File: src/rtl/mcod_pkg.sv
package mcod_pkg;
  localparam int WORD_W   = 64;
  localparam int OPC_W    = 12;
  localparam int DATA_W   = 16;
  localparam int NUM_BASE = 6;
  localparam int KIND_W   = 3;

  typedef enum logic [KIND_W-1:0] {
    K_DMEM   = 3'd0,
    K_BMEM   = 3'd1,
    K_HWREG  = 3'd2,
    K_CPUREG = 3'd3,
    K_IMM    = 3'd4,
    K_BAD    = 3'd5
  } opnd_kind_e;
endpackage

File: src/rtl/mcod_split.sv
module mcod_split
  import mcod_pkg::*;
#(
  parameter int OPND_W = 12
) (
  input  logic [WORD_W-1:0] word,
  output logic [OPC_W-1:0]  opcode,
  output logic [OPND_W-1:0] fx,
  output logic [OPND_W-1:0] fy,
  output logic [OPND_W-1:0] fz,
  output logic              pad_nz
);
  localparam int PAD_W = WORD_W - OPC_W - 3*OPND_W;

  // Fields packed from the top: padding, opcode, x, y, z
  assign opcode = word[3*OPND_W +: OPC_W];
  assign fx     = word[2*OPND_W +: OPND_W];
  assign fy     = word[OPND_W   +: OPND_W];
  assign fz     = word[0        +: OPND_W];
  assign pad_nz = |word[WORD_W-1 -: PAD_W];
endmodule

File: src/rtl/mcod_classify.sv
module mcod_classify
  import mcod_pkg::*;
#(
  parameter int OPND_W = 12
) (
  input  logic [OPND_W-1:0]          fld,
  input  logic [NUM_BASE*DATA_W-1:0] bases,
  output opnd_kind_e                 kind,
  output logic [DATA_W-1:0]          val
);
  localparam int DIR_W = OPND_W - 1;
  localparam int IMM_W = OPND_W - 2;
  localparam int HW_W  = OPND_W - 3;
  localparam int OFS_W = OPND_W - 6;
  localparam int SEL_W = 3;

  logic [SEL_W-1:0]  sel;
  logic [OFS_W-1:0]  ofs;
  logic [DATA_W-1:0] base_val;

  assign sel = fld[OPND_W-4 -: SEL_W];
  assign ofs = fld[OFS_W-1:0];

  // Base mux; selectors 6 and 7 never reach the adder
  always_comb begin
    base_val = '0;
    for (int i = 0; i < NUM_BASE; i++) begin
      if (int'(sel) == i) base_val = bases[i*DATA_W +: DATA_W];
    end
  end

  always_comb begin
    kind = K_BAD;
    val  = '0;
    if (!fld[OPND_W-1]) begin
      kind = K_DMEM;
      val  = DATA_W'(fld[DIR_W-1:0]);
    end else if (fld[OPND_W-2]) begin
      kind = K_IMM;
      val  = {{(DATA_W-IMM_W){fld[IMM_W-1]}}, fld[IMM_W-1:0]};
    end else if (!fld[OPND_W-3]) begin
      kind = K_HWREG;
      val  = DATA_W'(fld[HW_W-1:0]);
    end else if (int'(sel) < NUM_BASE) begin
      kind = K_BMEM;
      val  = base_val + DATA_W'(ofs);
    end else if (sel == '1) begin
      kind = K_CPUREG;
      val  = DATA_W'(ofs);
    end
  end
endmodule

File: src/rtl/mcod_limits.sv
module mcod_limits
  import mcod_pkg::*;
(
  input  opnd_kind_e kind_x,
  input  opnd_kind_e kind_y,
  input  logic       pad_nz,
  output logic       err_mem,
  output logic       err_hw,
  output logic       err_enc
);
  logic mem_x, mem_y;

  assign mem_x   = (kind_x == K_DMEM) || (kind_x == K_BMEM);
  assign mem_y   = (kind_y == K_DMEM) || (kind_y == K_BMEM);
  assign err_mem = mem_x && mem_y;
  assign err_hw  = (kind_x == K_HWREG) && (kind_y == K_HWREG);
  assign err_enc = pad_nz || (kind_x == K_BAD) || (kind_y == K_BAD);
endmodule

File: src/rtl/mc_operand_decoder.sv
module mc_operand_decoder
  import mcod_pkg::*;
#(
  parameter int OPND_W = 12
) (
  input  logic                       clk,
  input  logic                       rst_n,
  input  logic                       in_valid,
  input  logic [WORD_W-1:0]          in_word,
  input  logic [NUM_BASE*DATA_W-1:0] in_bases,
  output logic                       out_valid,
  output logic [OPC_W-1:0]           out_opcode,
  output logic [KIND_W-1:0]          out_x_kind,
  output logic [DATA_W-1:0]          out_x_val,
  output logic [KIND_W-1:0]          out_y_kind,
  output logic [DATA_W-1:0]          out_y_val,
  output logic [OPND_W-1:0]          out_z_fld,
  output logic                       out_err_mem,
  output logic                       out_err_hw,
  output logic                       out_err_enc,
  output logic                       out_error
);
  localparam int NUM_SRC = 2;

  // Reset: asserted asynchronously, released on the clock
  logic [1:0] rst_sync_q;
  logic       rst_sync_n;

  always_ff @(posedge clk or negedge rst_n) begin
    if (!rst_n) rst_sync_q <= 2'b00;
    else        rst_sync_q <= {rst_sync_q[0], 1'b1};
  end
  assign rst_sync_n = rst_sync_q[1];

  // Field split
  logic [OPC_W-1:0]  opcode;
  logic [OPND_W-1:0] fz;
  logic [OPND_W-1:0] src_fld [NUM_SRC];
  logic              pad_nz;

  mcod_split #(.OPND_W(OPND_W)) u_split (
    .word   (in_word),
    .opcode (opcode),
    .fx     (src_fld[0]),
    .fy     (src_fld[1]),
    .fz     (fz),
    .pad_nz (pad_nz)
  );

  // One classifier per source operand
  opnd_kind_e        src_kind [NUM_SRC];
  logic [DATA_W-1:0] src_val  [NUM_SRC];

  for (genvar g = 0; g < NUM_SRC; g++) begin : g_src
    mcod_classify #(.OPND_W(OPND_W)) u_cls (
      .fld   (src_fld[g]),
      .bases (in_bases),
      .kind  (src_kind[g]),
      .val   (src_val[g])
    );
  end

  logic err_mem, err_hw, err_enc;

  mcod_limits u_lim (
    .kind_x  (src_kind[0]),
    .kind_y  (src_kind[1]),
    .pad_nz  (pad_nz),
    .err_mem (err_mem),
    .err_hw  (err_hw),
    .err_enc (err_enc)
  );

  // Next-state
  logic [3:0] err_d, err_q;
  logic       valid_q;
  logic [OPC_W-1:0]  opc_q;
  logic [KIND_W-1:0] xk_q, yk_q;
  logic [DATA_W-1:0] xv_q, yv_q;
  logic [OPND_W-1:0] z_q;
  logic              data_en;

  assign data_en = in_valid;

  always_comb begin
    err_d = '0;
    if (in_valid) err_d = {err_mem | err_hw | err_enc, err_enc, err_hw, err_mem};
  end

  // Registers
  always_ff @(posedge clk or negedge rst_sync_n) begin
    if (!rst_sync_n) begin
      valid_q <= 1'b0;
      err_q   <= '0;
    end else begin
      valid_q <= in_valid;
      err_q   <= err_d;
    end
  end

  always_ff @(posedge clk or negedge rst_sync_n) begin
    if (!rst_sync_n) begin
      opc_q <= '0;
      xk_q  <= '0;
      yk_q  <= '0;
      xv_q  <= '0;
      yv_q  <= '0;
      z_q   <= '0;
    end else if (data_en) begin
      opc_q <= opcode;
      xk_q  <= src_kind[0];
      yk_q  <= src_kind[1];
      xv_q  <= src_val[0];
      yv_q  <= src_val[1];
      z_q   <= fz;
    end
  end

  assign out_valid   = valid_q;
  assign out_opcode  = opc_q;
  assign out_x_kind  = xk_q;
  assign out_x_val   = xv_q;
  assign out_y_kind  = yk_q;
  assign out_y_val   = yv_q;
  assign out_z_fld   = z_q;
  assign out_err_mem = err_q[0];
  assign out_err_hw  = err_q[1];
  assign out_err_enc = err_q[2];
  assign out_error   = err_q[3];
endmodule

File: config.mk
export PLATFORM = sky130hd
export DESIGN_NAME = mc_operand_decoder
export DESIGN_NICKNAME = d
export VERILOG_FILES = /design/src/rtl/mcod_pkg.sv /design/src/rtl/mcod_split.sv /design/src/rtl/mcod_classify.sv /design/src/rtl/mcod_limits.sv /design/src/rtl/mc_operand_decoder.sv
export SDC_FILE = /design/constraint.sdc
export NUM_CORES = 1
export LEC_CHECK = 0
export ABC_CLOCK_PERIOD_IN_PS = 2100
export CORE_MARGIN = 2
export CORE_UTILIZATION = 39
export CTS_CLUSTER_DIAMETER = 50
export DETAILED_ROUTE_END_ITERATION = 8
export GPL_ROUTABILITY_DRIVEN = 0
export PLACE_DENSITY = 0.75
export SYNTH_ARGS = -nofsm -noshare
export SYNTH_HDL_FRONTEND = slang
export SYNTH_SLANG_ARGS = --single-unit
File: constraint.sdc
create_clock -name clk -period 2.1 [get_ports clk]
set_clock_uncertainty 0.2 [all_clocks]
set_input_delay 0.63 -clock clk [delete_from_list [all_inputs] [get_ports clk]]
set_output_delay 0.63 -clock clk [all_outputs]
set_load 0.01 [all_outputs]
==> flow_metrics.tcl, run 1 <==
set metrics [dict create \
    synth_warnings 0 \
    worst_slack_ps -1870 \
    seq_power_share_pct 29.3 \
    grt_max_degree 68 \
    rsz0062_at_grt "yes" \
    track_usage_pct 32.2 \
    via_count 6978 \
    clkLatencyLatePin_ps 330 \
    critical_path.max_fanout 7 \
    cts_tree "built" \
    initial_core_util_pct 40.2 \
    fin_util_pct 76.1 \
    final-max-slew-violation-count 0 \
    fp.dieArea_um2 14700 \
    grt_antenna_before_repair 0 \
    critPathTopFamily "simple AND/OR/NAND/NOR gates" \
    drive_above_1_share_pct 36.4 \
    die-height_um 121 \
    required_ps 2120 \
    netSwitchingFraction_pct 33.0 \
    p_int_uw 3500 \
    max_stage_delay_ps 460 \
    syn_area_um2 5370 \
    final_nets 1168 \
    yosys-top-cells-area "dfrtp_1 (32%), mux2_2 (6.7%), mux2i_1 (5.2%), nor2_1 (4.4%), a21oi_1 (4.3%)" \
    power.switching_uw 1720 \
    slowest_stage "or4_4" \
    crit_path_start_kind "primary input" \
    clkPwrFrac_pct 26.9 \
    arrival_ps 3990 \
    dp_hpwl_um 17400 \
    synthCells 603 \
    cts-root-buf "clkbuf_16" \
    syn_avg_cell_area_um2 8.90 \
    die_w_um 121 \
    crit_buf_inv 2 \
    tightest_slew_ps 606 \
    firstDrtPassIters 5 \
    synth-seq-area-share_pct 32.2 \
    p_comb_share_pct 43.8 \
    cts_num_sinks 69 \
    period_needed_ps 3970 \
    numCtsBuffers 9 \
    area_growth_syn_to_layout_pct 89.3 \
    io_pins 230 \
    drtAntennaViolNets 0 \
    insertedDiodeCount 0 \
    synth_edf_count 0 \
    hold_buffers 0 \
    r2r_slack_ps 700 \
    vdd_ir_drop_max_v 0.000413 \
    rows 42 \
    hold_viol_final 0 \
    clock_path_buffers 2 \
    drc_errors 0 \
    relSlewSlack_pct 59.6 \
    numPortBuffers 229 \
    synth_cell_type_count 67 \
    ys_async_sr_fraction_pct 100 \
    hp-class "reg2async" \
    overflow 0 \
    violations "setup timing" \
    path_clk_slew_ps 60 \
    synth_top_area_cell "dfrtp_1" \
    synth.net_count 780 \
    synth_top_area_share_pct 32.2 \
    synth-main-ff-cell "dfrtp_1" \
    crit_top_cell "o21ai_1" \
    coreArea_um2 13300 \
    cts_max_level 3 \
    p_leak_uw 0.00453 \
    stdcell_count 1172 \
    grt_pass1_wl_um 36800 \
    clock.fmax_mhz 252 \
    wl_per_cell_um 21.4 \
    post-route-period-util_pct 189 \
    power_uw 5220 \
    grt_pass1_vias 7218 \
    ys_ff_latch 69 \
    criticalPathCategory "in2reg" \
    pwr_density_cell_nw_per_um2 514 \
    drt_iter0_drc 648 \
    status "finished with violations" \
    cp_cell_sequence "buf_12 -> and2b_2 -> a22o_1 -> a22oi_1 -> o21ai_1 -> ha_1 -> o21ai_1 -> o21bai_1 -> a31oi_2 -> or4_4 -> or3_4 -> buf_6 -> o31a_1 -> or3_1" \
    end_kind "flip-flop" \
    wl_um 25100 \
    vias_per_cell 5.95 \
    drv_cap 0 \
    dp.cells 1114 \
    setup_violations 31 \
]
==> what timing repair did <==
item                       4_1_cts  5_1_grt
setup endpoints to repair       44       52
pin swaps                       79       70
buffers inserted                55       17
cloned                           0        0
gates resized for setup        159       80
==> cells by family (layout without fill, tap and decap cells) <==
kind of cell	Yosys count	in the layout	synth area share, %
flip-flops	69	69	32.2
multiplexers	68	68	15.3
XOR/XNOR	18	18	2.94
AND/OR/NAND/NOR	187	187	17.4
AO/OA/AOI/OAI	184	184	23.4
other	1	1	0.0699
buffers and inverters	62	455	5.13
adder cells (fa/ha/maj)	14	14	3.54
==> Yosys cell counts (all sizes together), types with 3 or more instances <==
cell,n
a31oi,4
a211oi,7
a32oi,4
o221ai,16
inv,20
a21oi,46
xor2,7
xnor2,11
o2bb2ai,3
nor2b,8
dfrtp,69
o21bai,3
nand4,6
mux2i,28
nor4,11
mux2,32
nand3,16
nor3b,3
nor3,8
buf,17
mux4,8
o21ai,34
clkbuf,23
a22oi,27
a21o,6
nor2,63
nand2,38
a222oi,3
ha,12
or3,9
a31o,4
a221oi,3
nand2b,8
nand3b,8
a22o,6
a211o,3
==> stage by stage <==
stage	worst slack, ps	TNS (ps)	cell area (um2)	hold WS [ps]
after floorplan	-1980	-38530	5640	131
after global placement	-2270	-56870	8930	94.2
after detailed placement	-2400	-59190	8930	102
after CTS	-1790	-28920	9860	113
after global routing	-1950	-34580	10200	136
final	-1870	-32300	10200	93.5
==> worst reg2reg max path, delay by kind of cell, from the launching register on <==
| family | cells | cell delay, ps |
|---|---|---|
| AO/OA/AOI/OAI | 1 | 290 |
| flip-flops | 1 | 370 |
| AND/OR/NAND/NOR | 3 | 470 |
==> cells in the final DEF, fill, tap and decap left out, types with 8 or more instances in the layout <==
master           instances
inv_1                   20
nand2_1                 34
o221ai_2                 8
clkdlybuf4s50_1        170
nand3_1                 14
clkbuf_16                9
o21ai_0                 23
xnor2_1                  8
mux2i_1                 27
o221ai_1                 8
nor2_1                  56
a21oi_1                 34
buf_4                  164
a22oi_2                 11
dlymetal6s2s_1          22
nand3b_1                 8
buf_6                   21
dlygate4sd2_1           22
a21oi_2                  9
mux2_2                  30
dfrtp_1                 68
mux4_2                   8
a22oi_1                 16
==> area by class of cell <==
type	count	area, um2
fill	839	3190
sequential	69	1730
timing repair buffer	417	3850
clock inverter	7	51.3
inverter	22	82.6
clock buffer	9	225
tap	176	220
multi-input combinational	472	4010
==> path summary, 6_finish.rpt <==
| path | from | end | cells after the start |
|---|---|---|---|
| max | in_word[19] | out_y_val[13]$_DFFE_PN0P_ | 14 |
| min | rst_sync_q[1]$_DFF_PN0_ | out_y_val[4]$_DFFE_PN0P_ | 1 |
| max reg2reg | out_y_val[10]$_DFFE_PN0P_ | out_y_val[10]$_DFFE_PN0P_ | 4 |
| min reg2reg | rst_sync_q[1]$_DFF_PN0_ | out_y_val[4]$_DFFE_PN0P_ | 1 |
| max in group asynchronous | rst_n | rst_sync_q[1]$_DFF_PN0_ | 1 |
| min in group clk | rst_sync_q[0]$_DFF_PN0_ | rst_sync_q[1]$_DFF_PN0_ | 0 |
==> routing by layer <==
layer	global-route usage [%]	share of wire, %	routed length (um)	up-vias
li1	-	-	-	3052
met1	35.7	36	8920	3275
met2	57.3	49	12200	498
met3	7.19	8.8	2220	153
met4	16.7	6.9	1730	0
met5	0	0	0	-
==> flip-flops by register name (all words and copies together) (netlist names) <==
signal / cells
out_z_fld: 12
out_y_val: 16
out_opcode: 12
out_x_val: 16
rst_sync_q: 2
out_y_kind: 3
err_q: 4
out_x_kind: 3
out_valid: 1
==> power by group through the flow <==
stage / registers, uW / clock network, uW / logic (uW)
after floorplan: 1620 / 0 / 770
after global placement: 1540 / 0 / 1840
after detailed placement: 1550 / 0 / 1880
after CTS: 1530 / 1430 / 2120
after global routing: 1540 / 1500 / 2400
final: 1530 / 1410 / 2290
Note: power is estimated with default switching activity, not from simulation.
==> run 2, diff against run 1 <==
--- a/config.mk
+++ b/config.mk
@@ -12,6 +12,7 @@
 export DETAILED_ROUTE_END_ITERATION = 8
 export GPL_ROUTABILITY_DRIVEN = 0
 export PLACE_DENSITY = 0.75
+export SLEW_MARGIN = 0
 export SYNTH_ARGS = -nofsm -noshare
 export SYNTH_HDL_FRONTEND = slang
 export SYNTH_SLANG_ARGS = --single-unit
==> results of run 2 <==
Final layout, timing and power as in run 1 (identical DEF).
==> run 3, diff against run 2 <==
--- a/config.mk
+++ b/config.mk
@@ -6,12 +6,14 @@
 export NUM_CORES = 1
 export LEC_CHECK = 0
 export ABC_CLOCK_PERIOD_IN_PS = 2100
+export CORE_ASPECT_RATIO = 0.7
 export CORE_MARGIN = 2
 export CORE_UTILIZATION = 39
 export CTS_CLUSTER_DIAMETER = 50
 export DETAILED_ROUTE_END_ITERATION = 8
 export GPL_ROUTABILITY_DRIVEN = 0
 export PLACE_DENSITY = 0.75
+export SKIP_CTS_REPAIR_TIMING = 1
 export SLEW_MARGIN = 0
 export SYNTH_ARGS = -nofsm -noshare
 export SYNTH_HDL_FRONTEND = slang
==> flow_metrics.tcl, run 3 (synthesized netlist as in run 1, its figures left out) <==
set metrics [dict create \
    tns_ps -31520 \
    setup_violations 31 \
    netSwitchingFraction_pct 30.2 \
    dp_hpwl_um 18200 \
    drive_above_1_share_pct 33.0 \
    final-max-slew-violation-count 0 \
    overflow 0 \
    post-route-period-util_pct 185 \
    clkPwrFrac_pct 30.0 \
    clkLatencyLatePin_ps 320 \
    seq_power_share_pct 29.3 \
    drv_cap 0 \
    cts-root-buf "clkbuf_16" \
    multi_input_area_um2 3820 \
    path_clk_slew_ps 60 \
    numCtsBuffers 9 \
    wl_per_cell_um 20.4 \
    cts_num_sinks 69 \
    critical_path.max_fanout 8 \
    cp_cell_sequence "buf_6 -> buf_8 -> and2b_2 -> nand2_1 -> nand2_1 -> a222oi_1 -> nor2_1 -> ha_1 -> o21ai_1 -> o21bai_1 -> a31oi_2 -> or4_4 -> or3_4 -> o31a_1 -> or3_1" \
    status "finished with violations" \
    power.switching_uw 1590 \
    period_needed_ps 3880 \
    die-height_um 102 \
    cts_tree "built" \
    clock_path_buffers 2 \
    rows 35 \
    coreArea_um2 13300 \
    vias_per_cell 5.82 \
    tightest_slew_ps 575 \
    p_comb_share_pct 40.7 \
    regArea_um2 1730 \
    track_usage_pct 30.2 \
    max_stage_delay_ps 550 \
    violations "setup timing" \
    mostFrequentLayoutCells "clkdlybuf4s50_1 (182), buf_4 (164), dfrtp_1 (68), nor2_1 (56), a21oi_1 (37)" \
    end_kind "flip-flop" \
    fin_hold_ws_ps 59.3 \
    clock.fmax_mhz 258 \
    io_pins 230 \
    drc_errors 0 \
    drtAntennaViolNets 0 \
    fill_cells 928 \
    crit_path_start_kind "primary input" \
    final_common_cell "clkdlybuf4s50_1" \
    rsz0062_at_grt "yes" \
    crit_top_cell "nand2_1" \
    fp.dieArea_um2 14700 \
    cts_max_level 3 \
    power_uw 5260 \
    wl_um 23900 \
    grt_max_degree 45 \
    initial_core_util_pct 40.3 \
    dpl_cell_area_um2 9050 \
    critPathTopFamily "simple AND/OR/NAND/NOR gates" \
    pwr_density_cell_nw_per_um2 529 \
    drt_iter0_drc 738 \
    grt_pass1_wl_um 34500 \
    hold_viol_final 0 \
    final_nets 1156 \
    firstDrtPassIters 7 \
    arrival_ps 3880 \
    via_count 6801 \
    required_ps 2100 \
    numPortBuffers 229 \
    p_leak_uw 0.00446 \
    grt_pass1_vias 6677 \
    die_w_um 144 \
    slowest_stage "or4_4" \
    insertedDiodeCount 0 \
    grt_antenna_before_repair 0 \
    crit_buf_inv 2 \
    vdd_ir_drop_max_v 0.000450 \
    stdcell_area_um2 9940 \
    worst_slack_ps -1780 \
    p_int_uw 3670 \
    dp.cells 1136 \
    area_growth_syn_to_layout_pct 85.2 \
    hp-class "reg2async" \
    relSlewSlack_pct 61.7 \
    criticalPathCategory "in2reg" \
    stdcell_count 1169 \
]
[run 3: path summary, 6_finish.rpt]
path                                      startpoint  slack, ps  cells after the start                         to
min in group clk             rst_sync_q[0]$_DFF_PN0_        160                      0    rst_sync_q[1]$_DFF_PN0_
hold reg to reg              rst_sync_q[1]$_DFF_PN0_         60                      0  out_x_kind[1]$_DFFE_PN0P_
hold / removal               rst_sync_q[1]$_DFF_PN0_         60                      0  out_x_kind[1]$_DFFE_PN0P_
setup / recovery                         in_word[19]      -1780                     15  out_y_val[13]$_DFFE_PN0P_
setup reg to reg           out_y_val[10]$_DFFE_PN0P_        710                      4  out_y_val[10]$_DFFE_PN0P_
max in group asynchronous    rst_sync_q[1]$_DFF_PN0_        990                      1   out_z_fld[9]$_DFFE_PN0P_
[run 3: power groups by stage]
| stage | Clock, uW | Combinational, uW | Sequential [uW] |
|---|---|---|---|
| after CTS | 1590 | 1930 | 1540 |
| after floorplan | 0 | 770 | 1620 |
| after global placement | 0 | 1860 | 1550 |
| after detailed placement | 0 | 1910 | 1560 |
| final | 1580 | 2140 | 1540 |
| after global routing | 1670 | 2260 | 1560 |
[run 3: through the flow]
stage / utilization [%] / setup slack [ps]
floorplan: - / -1980
global placement: 68.0 / -2270
detailed placement: 68.0 / -2310
CTS: 70.3 / -1990
global route: 74.7 / -1970
finish: 74.7 / -1780
[run 3: metal layers]
| layer | vias to the layer above | track usage (%) | part of all wire, % |
|---|---|---|---|
| li1 | 3030 | - | - |
| met1 | 3290 | 40.1 | 40 |
| met2 | 435 | 49.8 | 47 |
| met3 | 46 | 9.33 | 11 |
| met4 | 0 | 5.15 | 1.6 |
| met5 | - | 0 | 0 |
[run 3: area by class of cell]
type | count | share of cell area [%]
multi-input combinational | 472 | 38.4
clock buffer | 12 | 2.38
timing repair buffer | 405 | 37.9
tap | 185 | 2.33
inverter | 22 | 0.868
sequential | 69 | 17.4
clock inverter | 4 | 0.730
